$ cat src/rtl/gate_guard_pkg.sv
package gate_guard_pkg;

  typedef enum logic [1:0] {
    ST_IDLE = 2'd0,
    ST_HOLD = 2'd1,
    ST_WAIT = 2'd2
  } guardState_e;

  typedef struct packed {
    logic setLatch;
    logic tick;
    logic clrLatch;
  } guardStrb_t;

endpackage

$ cat src/rtl/fault_sync.sv
module fault_sync #(
  parameter int STAGES = 2
) (
  input  logic clk,
  input  logic rstN,
  input  logic asyncIn,
  output logic syncOut
);
  logic [STAGES-1:0] chain;

  generate
    for (genvar g = 0; g < STAGES; g++) begin : gStage
      if (g == 0) begin : gFirst
        always_ff @(posedge clk or negedge rstN)
          if (!rstN) chain[0] <= 1'b0;
          else       chain[0] <= asyncIn;
      end else begin : gNext
        always_ff @(posedge clk or negedge rstN)
          if (!rstN) chain[g] <= 1'b0;
          else       chain[g] <= chain[g-1];
      end
    end
  endgenerate

  assign syncOut = chain[STAGES-1];
endmodule

$ cat src/rtl/guard_ctrl.sv
module guard_ctrl
  import gate_guard_pkg::*;
(
  input  logic       clk,
  input  logic       rstN,
  input  logic       syncFault,
  input  logic       clrN,
  input  logic       timerZero,
  output guardStrb_t strb
);
  guardState_e state, stateNxt;

  always_comb begin
    stateNxt      = state;
    strb          = '0;
    unique case (state)
      ST_IDLE: begin
        if (syncFault && clrN) begin
          strb.setLatch = 1'b1;
          stateNxt      = ST_HOLD;
        end
      end
      ST_HOLD, ST_WAIT: begin
        if (!timerZero) begin
          strb.tick = 1'b1;
        end else if (!clrN) begin
          strb.clrLatch = 1'b1;
          stateNxt      = ST_IDLE;
        end else begin
          stateNxt      = ST_WAIT;
        end
      end
      default: stateNxt = ST_IDLE;
    endcase
  end

  always_ff @(posedge clk or negedge rstN)
    if (!rstN) state <= ST_IDLE;
    else       state <= stateNxt;

  AST_STRB_EXCL: assert property (@(posedge clk) disable iff (!rstN)
    $onehot0(strb));

  AST_WAIT_NO_TICK: assert property (@(posedge clk) disable iff (!rstN)
    (state == ST_WAIT) |-> timerZero);
endmodule

$ cat src/rtl/guard_datapath.sv
module guard_datapath
  import gate_guard_pkg::*;
#(
  parameter int MIN_PULSE = 375
) (
  input  logic       clk,
  input  logic       rstN,
  input  guardStrb_t strb,
  input  logic       cmdPos,
  input  logic       cmdNeg,
  output logic       timerZero,
  output logic       gateReq,
  output logic       faultN
);
  localparam int CW = (MIN_PULSE < 2) ? 1 : $clog2(MIN_PULSE);
  localparam logic [CW-1:0] LOAD_VAL = CW'(MIN_PULSE - 1);

  logic          faultLatched;
  logic [CW-1:0] holdCnt;

  always_ff @(posedge clk or negedge rstN)
    if (!rstN)              faultLatched <= 1'b0;
    else if (strb.setLatch) faultLatched <= 1'b1;
    else if (strb.clrLatch) faultLatched <= 1'b0;

  always_ff @(posedge clk or negedge rstN)
    if (!rstN)              holdCnt <= '0;
    else if (strb.setLatch) holdCnt <= LOAD_VAL;
    else if (strb.tick)     holdCnt <= holdCnt - 1'b1;

  assign timerZero = (holdCnt == '0);
  assign gateReq   = cmdPos & ~cmdNeg & ~faultLatched;
  assign faultN    = ~faultLatched;

  AST_LOAD_FULL: assert property (@(posedge clk) disable iff (!rstN)
    $rose(faultLatched) |-> (holdCnt == LOAD_VAL));

  AST_TICK_ONLY_LATCHED: assert property (@(posedge clk) disable iff (!rstN)
    strb.tick |-> faultLatched);

  AST_CLR_AFTER_EXPIRY: assert property (@(posedge clk) disable iff (!rstN)
    $fell(faultLatched) |-> $past(holdCnt) == '0);
endmodule

$ cat src/rtl/gate_cmd_guard.sv
module gate_cmd_guard
  import gate_guard_pkg::*;
#(
  parameter int MIN_PULSE   = 375,
  parameter int SYNC_STAGES = 2
) (
  input  logic clk,
  input  logic rstN,
  input  logic cmdPos,
  input  logic cmdNeg,
  input  logic clrN,
  input  logic desatFb,
  output logic gateReq,
  output logic faultN
);
  logic       syncFault;
  logic       timerZero;
  guardStrb_t strb;

  fault_sync #(.STAGES(SYNC_STAGES)) sync_i (
    .clk(clk), .rstN(rstN), .asyncIn(desatFb), .syncOut(syncFault)
  );

  guard_ctrl ctrl_i (
    .clk(clk), .rstN(rstN), .syncFault(syncFault), .clrN(clrN),
    .timerZero(timerZero), .strb(strb)
  );

  guard_datapath #(.MIN_PULSE(MIN_PULSE)) dp_i (
    .clk(clk), .rstN(rstN), .strb(strb), .cmdPos(cmdPos), .cmdNeg(cmdNeg),
    .timerZero(timerZero), .gateReq(gateReq), .faultN(faultN)
  );

  AST_GATE_BLOCKED: assert property (@(posedge clk) disable iff (!rstN)
    !faultN |-> !gateReq);

  AST_HOLD_LATCH: assert property (@(posedge clk) disable iff (!rstN)
    (!faultN && clrN) |=> !faultN);

  AST_SET_NEEDS_SYNC: assert property (@(posedge clk) disable iff (!rstN)
    $fell(faultN) |-> $past(syncFault) && $past(clrN));
endmodule

$ cat config.mk
export PLATFORM = sky130hd
export DESIGN_NAME = gate_cmd_guard
export DESIGN_NICKNAME = d
export VERILOG_FILES = /design/src/rtl/gate_guard_pkg.sv /design/src/rtl/fault_sync.sv /design/src/rtl/guard_ctrl.sv /design/src/rtl/guard_datapath.sv /design/src/rtl/gate_cmd_guard.sv
export SDC_FILE = /design/constraint.sdc
export NUM_CORES = 1
export LEC_CHECK = 0
export ABC_AREA = 1
export ABC_CLOCK_PERIOD_IN_PS = 1800
export BUFFER_PORTS_ARGS = -buffer_cell sky130_fd_sc_hd__buf_2
export CAP_MARGIN = 40
export CORE_MARGIN = 2
export CORE_UTILIZATION = 59
export CTS_BUF_LIST = sky130_fd_sc_hd__clkbuf_8
export CTS_CLUSTER_SIZE = 28
export DETAILED_ROUTE_END_ITERATION = 8
export GPL_ROUTABILITY_DRIVEN = 0
export GPL_TIMING_DRIVEN = 0
export PLACE_DENSITY_LB_ADDON = 0.25
export SYNTH_ARGS = -nofsm -noshare
export SYNTH_HDL_FRONTEND = slang
export SYNTH_SLANG_ARGS = --single-unit
$ cat constraint.sdc
create_clock -name clk -period 1.8 [get_ports clk]
set_input_delay 0.36 -clock clk [delete_from_list [all_inputs] [get_ports clk]]
set_output_delay 0.36 -clock clk [all_outputs]
set_load 0.01 [all_outputs]
==> load_flow_metrics.sql <==
INSERT INTO impl_metrics (metric_group, metric, value, unit) VALUES
('status', 'run_status', 'finished with violations', ''),
('status', 'violations', 'hold timing', ''),
('timing', 'final_hold_viol_count', '7', ''),
('floorplan', 'die-width', '40.84', 'microns'),
('worst_setup_path', 'worstSetupPathType', 'reg2reg', ''),
('worst_setup_path', 'crit_top_cell', 'nand2_1', ''),
('logic_synthesis', 'synth_simple_gate_area_share', '0.4000', ''),
('logic_synthesis', 'netlist.area_leader.share', '0.4375', ''),
('logic_synthesis', 'synthCells', '108', ''),
('timing', 'final-max-slew-violation-count', '0', ''),
('timing', 'timing.final.setup_violations', '0', ''),
('detailed_routing', 'routed_wirelength', '1680', 'microns'),
('layout', 'diodes', '0', ''),
('placement', 'port_buffers', '7', ''),
('power_and_ir_drop', 'power_frac_clock', '0.178', ''),
('logic_synthesis', 'yosys_register_bits', '14', ''),
('worst_setup_path', 'startpoint_type', 'flop', ''),
('logic_synthesis', 'postSynthAreaPerCell', '7.415', 'sq um'),
('worst_setup_path', 'worst-path-max-fanout', '5', ''),
('layout', 'drive_gt1_frac', '0.1681', ''),
('cts', 'cts.htree.levels', '1', ''),
('cts', 'postCtsSetupBuffers', '0', ''),
('cts', 'clk-insertion-delay-late', '240', 'ps'),
('logic_synthesis', 'synthDominantAreaCellType', 'dfrtp_1', ''),
('detailed_routing', 'wl_per_cell', '12.54', 'microns'),
('global_route', 'grt_pass1_vias', '664', ''),
('timing', 'worst_pin_slew', '299.2', 'ps'),
('detailed_routing', 'route.detailed.vias_per_inst', '5.366', ''),
('job', 'max_cap_violations', '0', ''),
('global_route', 'pin_count_of_the_biggest_net_entering_global_routing', '15', ''),
('logic_synthesis', 'synth-compound-area-share', '0.01875', ''),
('cts', 'clockRootBuffer', 'clkbuf_8', ''),
('detailed_routing', 'drtAntennaViolNets', '0', ''),
('power_and_ir_drop', 'total_switching_power', '0.0007737', 'W'),
('layout', 'final_net_count', '129', ''),
('global_route', 'global_route.usage.total', '0.2586', ''),
('worst_setup_path', 'timing.reg2reg.setup_slack', '140', 'ps'),
('cts', 'cts_tree', 'built', ''),
('floorplan', 'die_area', '1668', 'sq um'),
('worst_setup_path', 'cp_data_required_time', '1930', 'ps'),
('logic_synthesis', 'mapped_cell_area', '800.8', 'sq um'),
('power_and_ir_drop', 'worst_ir_drop_vdd', '1169', 'uV'),
('worst_setup_path', 'timing.critical_path.arrival', '1790', 'ps'),
('logic_synthesis', 'synth_sequential_area_ratio', '0.4375', ''),
('cts', 'clockBufferDepth', '2', ''),
('power_and_ir_drop', 'static_leakage', '0.5073', 'nW'),
('detailed_routing', 'drt_iter0_markers', '31', ''),
('global_route', 'antenna_violations_before_repair', '0', ''),
('worst_setup_path', 'end_kind', 'flop', ''),
('detailed_routing', 'drcViolationCount', '0', ''),
('power_and_ir_drop', 'power.share.sequential', '0.315', ''),
('worst_hold_path', 'hold_path_class', 'in2async', ''),
('worst_setup_path', 'path_cells', 'inv_1, ha_1, nand3_2, nor2_2, nand2_2, nand2_2, nand2_1, nand2_1, nand2_1', ''),
('power_and_ir_drop', 'comb_power_share', '0.507', ''),
('power_and_ir_drop', 'power_switching_share', '0.4489', ''),
('detailed_routing', 'routed-via-count', '719', ''),
('power_and_ir_drop', 'power_density', '1884', 'nW/um^2'),
('logic_synthesis', 'proportion_of_synthesized_area_in_mux_cells', '0', ''),
('logic_synthesis', 'synthDistinctLibCells', '19', ''),
('worst_setup_path', 'worst_path_largest_cell_delay', '390', 'ps'),
('cts', 'cts_buffers', '3', ''),
('timing', 'clock.fmax', '603.4', 'MHz'),
('timing', 'post_route_setup_tns', '0', 'ps'),
('floorplan', 'core_area', '1285', 'sq um'),
('cts', 'cts.reportedPaths.clkPinSlew', '60', 'ps'),
('layout', 'finalCoreUtilization', '0.7118', ''),
('timing', 'hold-worst-slack', '-2.814', 'ps'),
('timing', 'min_period_over_period', '0.9207', ''),
('logic_synthesis', 'largest_family_of_logic_cells_by_synthesized_area', 'simple AND/OR/NAND/NOR gates', ''),
('floorplan', 'num_io_pins', '8', ''),
('logic_synthesis', 'synth_adder_area_share', '0.04688', '');
cells by family (layout without fill, tap and decap cells):
family,Yosys count,count (layout)
AOI/OAI and AO/OA,3,3
DFF,14,14
adders and majority gates,3,3
buffers and inverters,16,27
xor gates and xnor gates,1,1
and+or+nand+nor,71,71
critical path, delay by kind of cell (launching register included):
kind,cells,cell delay [ps]
simple gates,7,790
flops,1,390
fa+ha+maj,1,220
buf+inv,1,140
layout make-up:
type / instances / area (sq um) / share of cell area
plain buffers: 2 / 16.27 / 0.01778
flip-flops and latches: 14 / 350.3 / 0.3830
multi-input cells: 78 / 386.6 / 0.4227
inverters: 14 / 52.55 / 0.05746
repair buffers: 7 / 35.03 / 0.03830
clock buffers: 4 / 55.05 / 0.06019
well taps: 15 / 18.77 / 0.02052
worst paths after layout:
check                                start         endpoint
setup / recovery           dp_i.holdCnt[0]  dp_i.holdCnt[4]
hold / removal                        rstN  dp_i.holdCnt[4]
setup reg to reg           dp_i.holdCnt[0]  dp_i.holdCnt[4]
hold reg to reg            sync_i.chain[0]   sync_i.syncOut
max in group asynchronous             rstN  ctrl_i.state[0]
min in group clk                   desatFb  sync_i.chain[0]
routing by layer:
metal	part of all wire	GRT usage	vias to the layer above
met5	0	0	-
met4	0.010	0.1000	0
met3	0.080	0.04891	2
met2	0.49	0.4336	36
met1	0.42	0.3241	320
li1	-	-	361
sequential cells by signal, summed over array words and instances, names as in the netlist:
signal             count
ctrl_i.state           2
dp_i.faultLatched      1
dp_i.holdCnt           9
sync_i.chain           1
sync_i.syncOut         1
synth_stat cells (all sizes together):
library cell / number
a21oi: 1
nor3b: 1
nor3: 3
nor2: 10
nand2: 35
inv: 14
nand3b: 1
ha: 3
dfrtp: 14
or2: 2
xor2: 1
o21ai: 2
nand3: 18
buf: 2
nand4: 1
repair_timing:
item / in CTS / in global routing
hold buffers: 0 / 0
endpoints found under the hold margin: 0 / 0
gates resized for setup: 0 / 1
endpoints found under the setup margin: 0 / 1
power by group through the flow:
stage | sequential, W | combinational [W] | clock, W
floorplan | 0.000516 | 0.000680 | 0
global placement | 0.000534 | 0.000798 | 0
detailed placement | 0.000540 | 0.000841 | 0
CTS | 0.000541 | 0.000859 | 0.000309
global route | 0.000557 | 0.00101 | 0.000325
finish | 0.000543 | 0.000874 | 0.000306
stage by stage:
stage / setup WS (ps) / area (sq um) / total power [W] / cells / hold WS (ps)
after floorplan: 391.1 / 800.8 / 0.001196 / 108 / 64.41
final: 142.7 / 914.6 / 0.001723 / 134 / -2.814
after global routing: 57.39 / 914.6 / 0.001889 / 134 / 30.76
after global placement: 229.0 / 854.6 / 0.001333 / 130 / 265.8
after CTS: 103.3 / 909.6 / 0.001709 / 134 / 10.08
after detailed placement: 173.0 / 854.6 / 0.001380 / 130 / 273.8
Note: power is estimated with default switching activity, not from simulation.
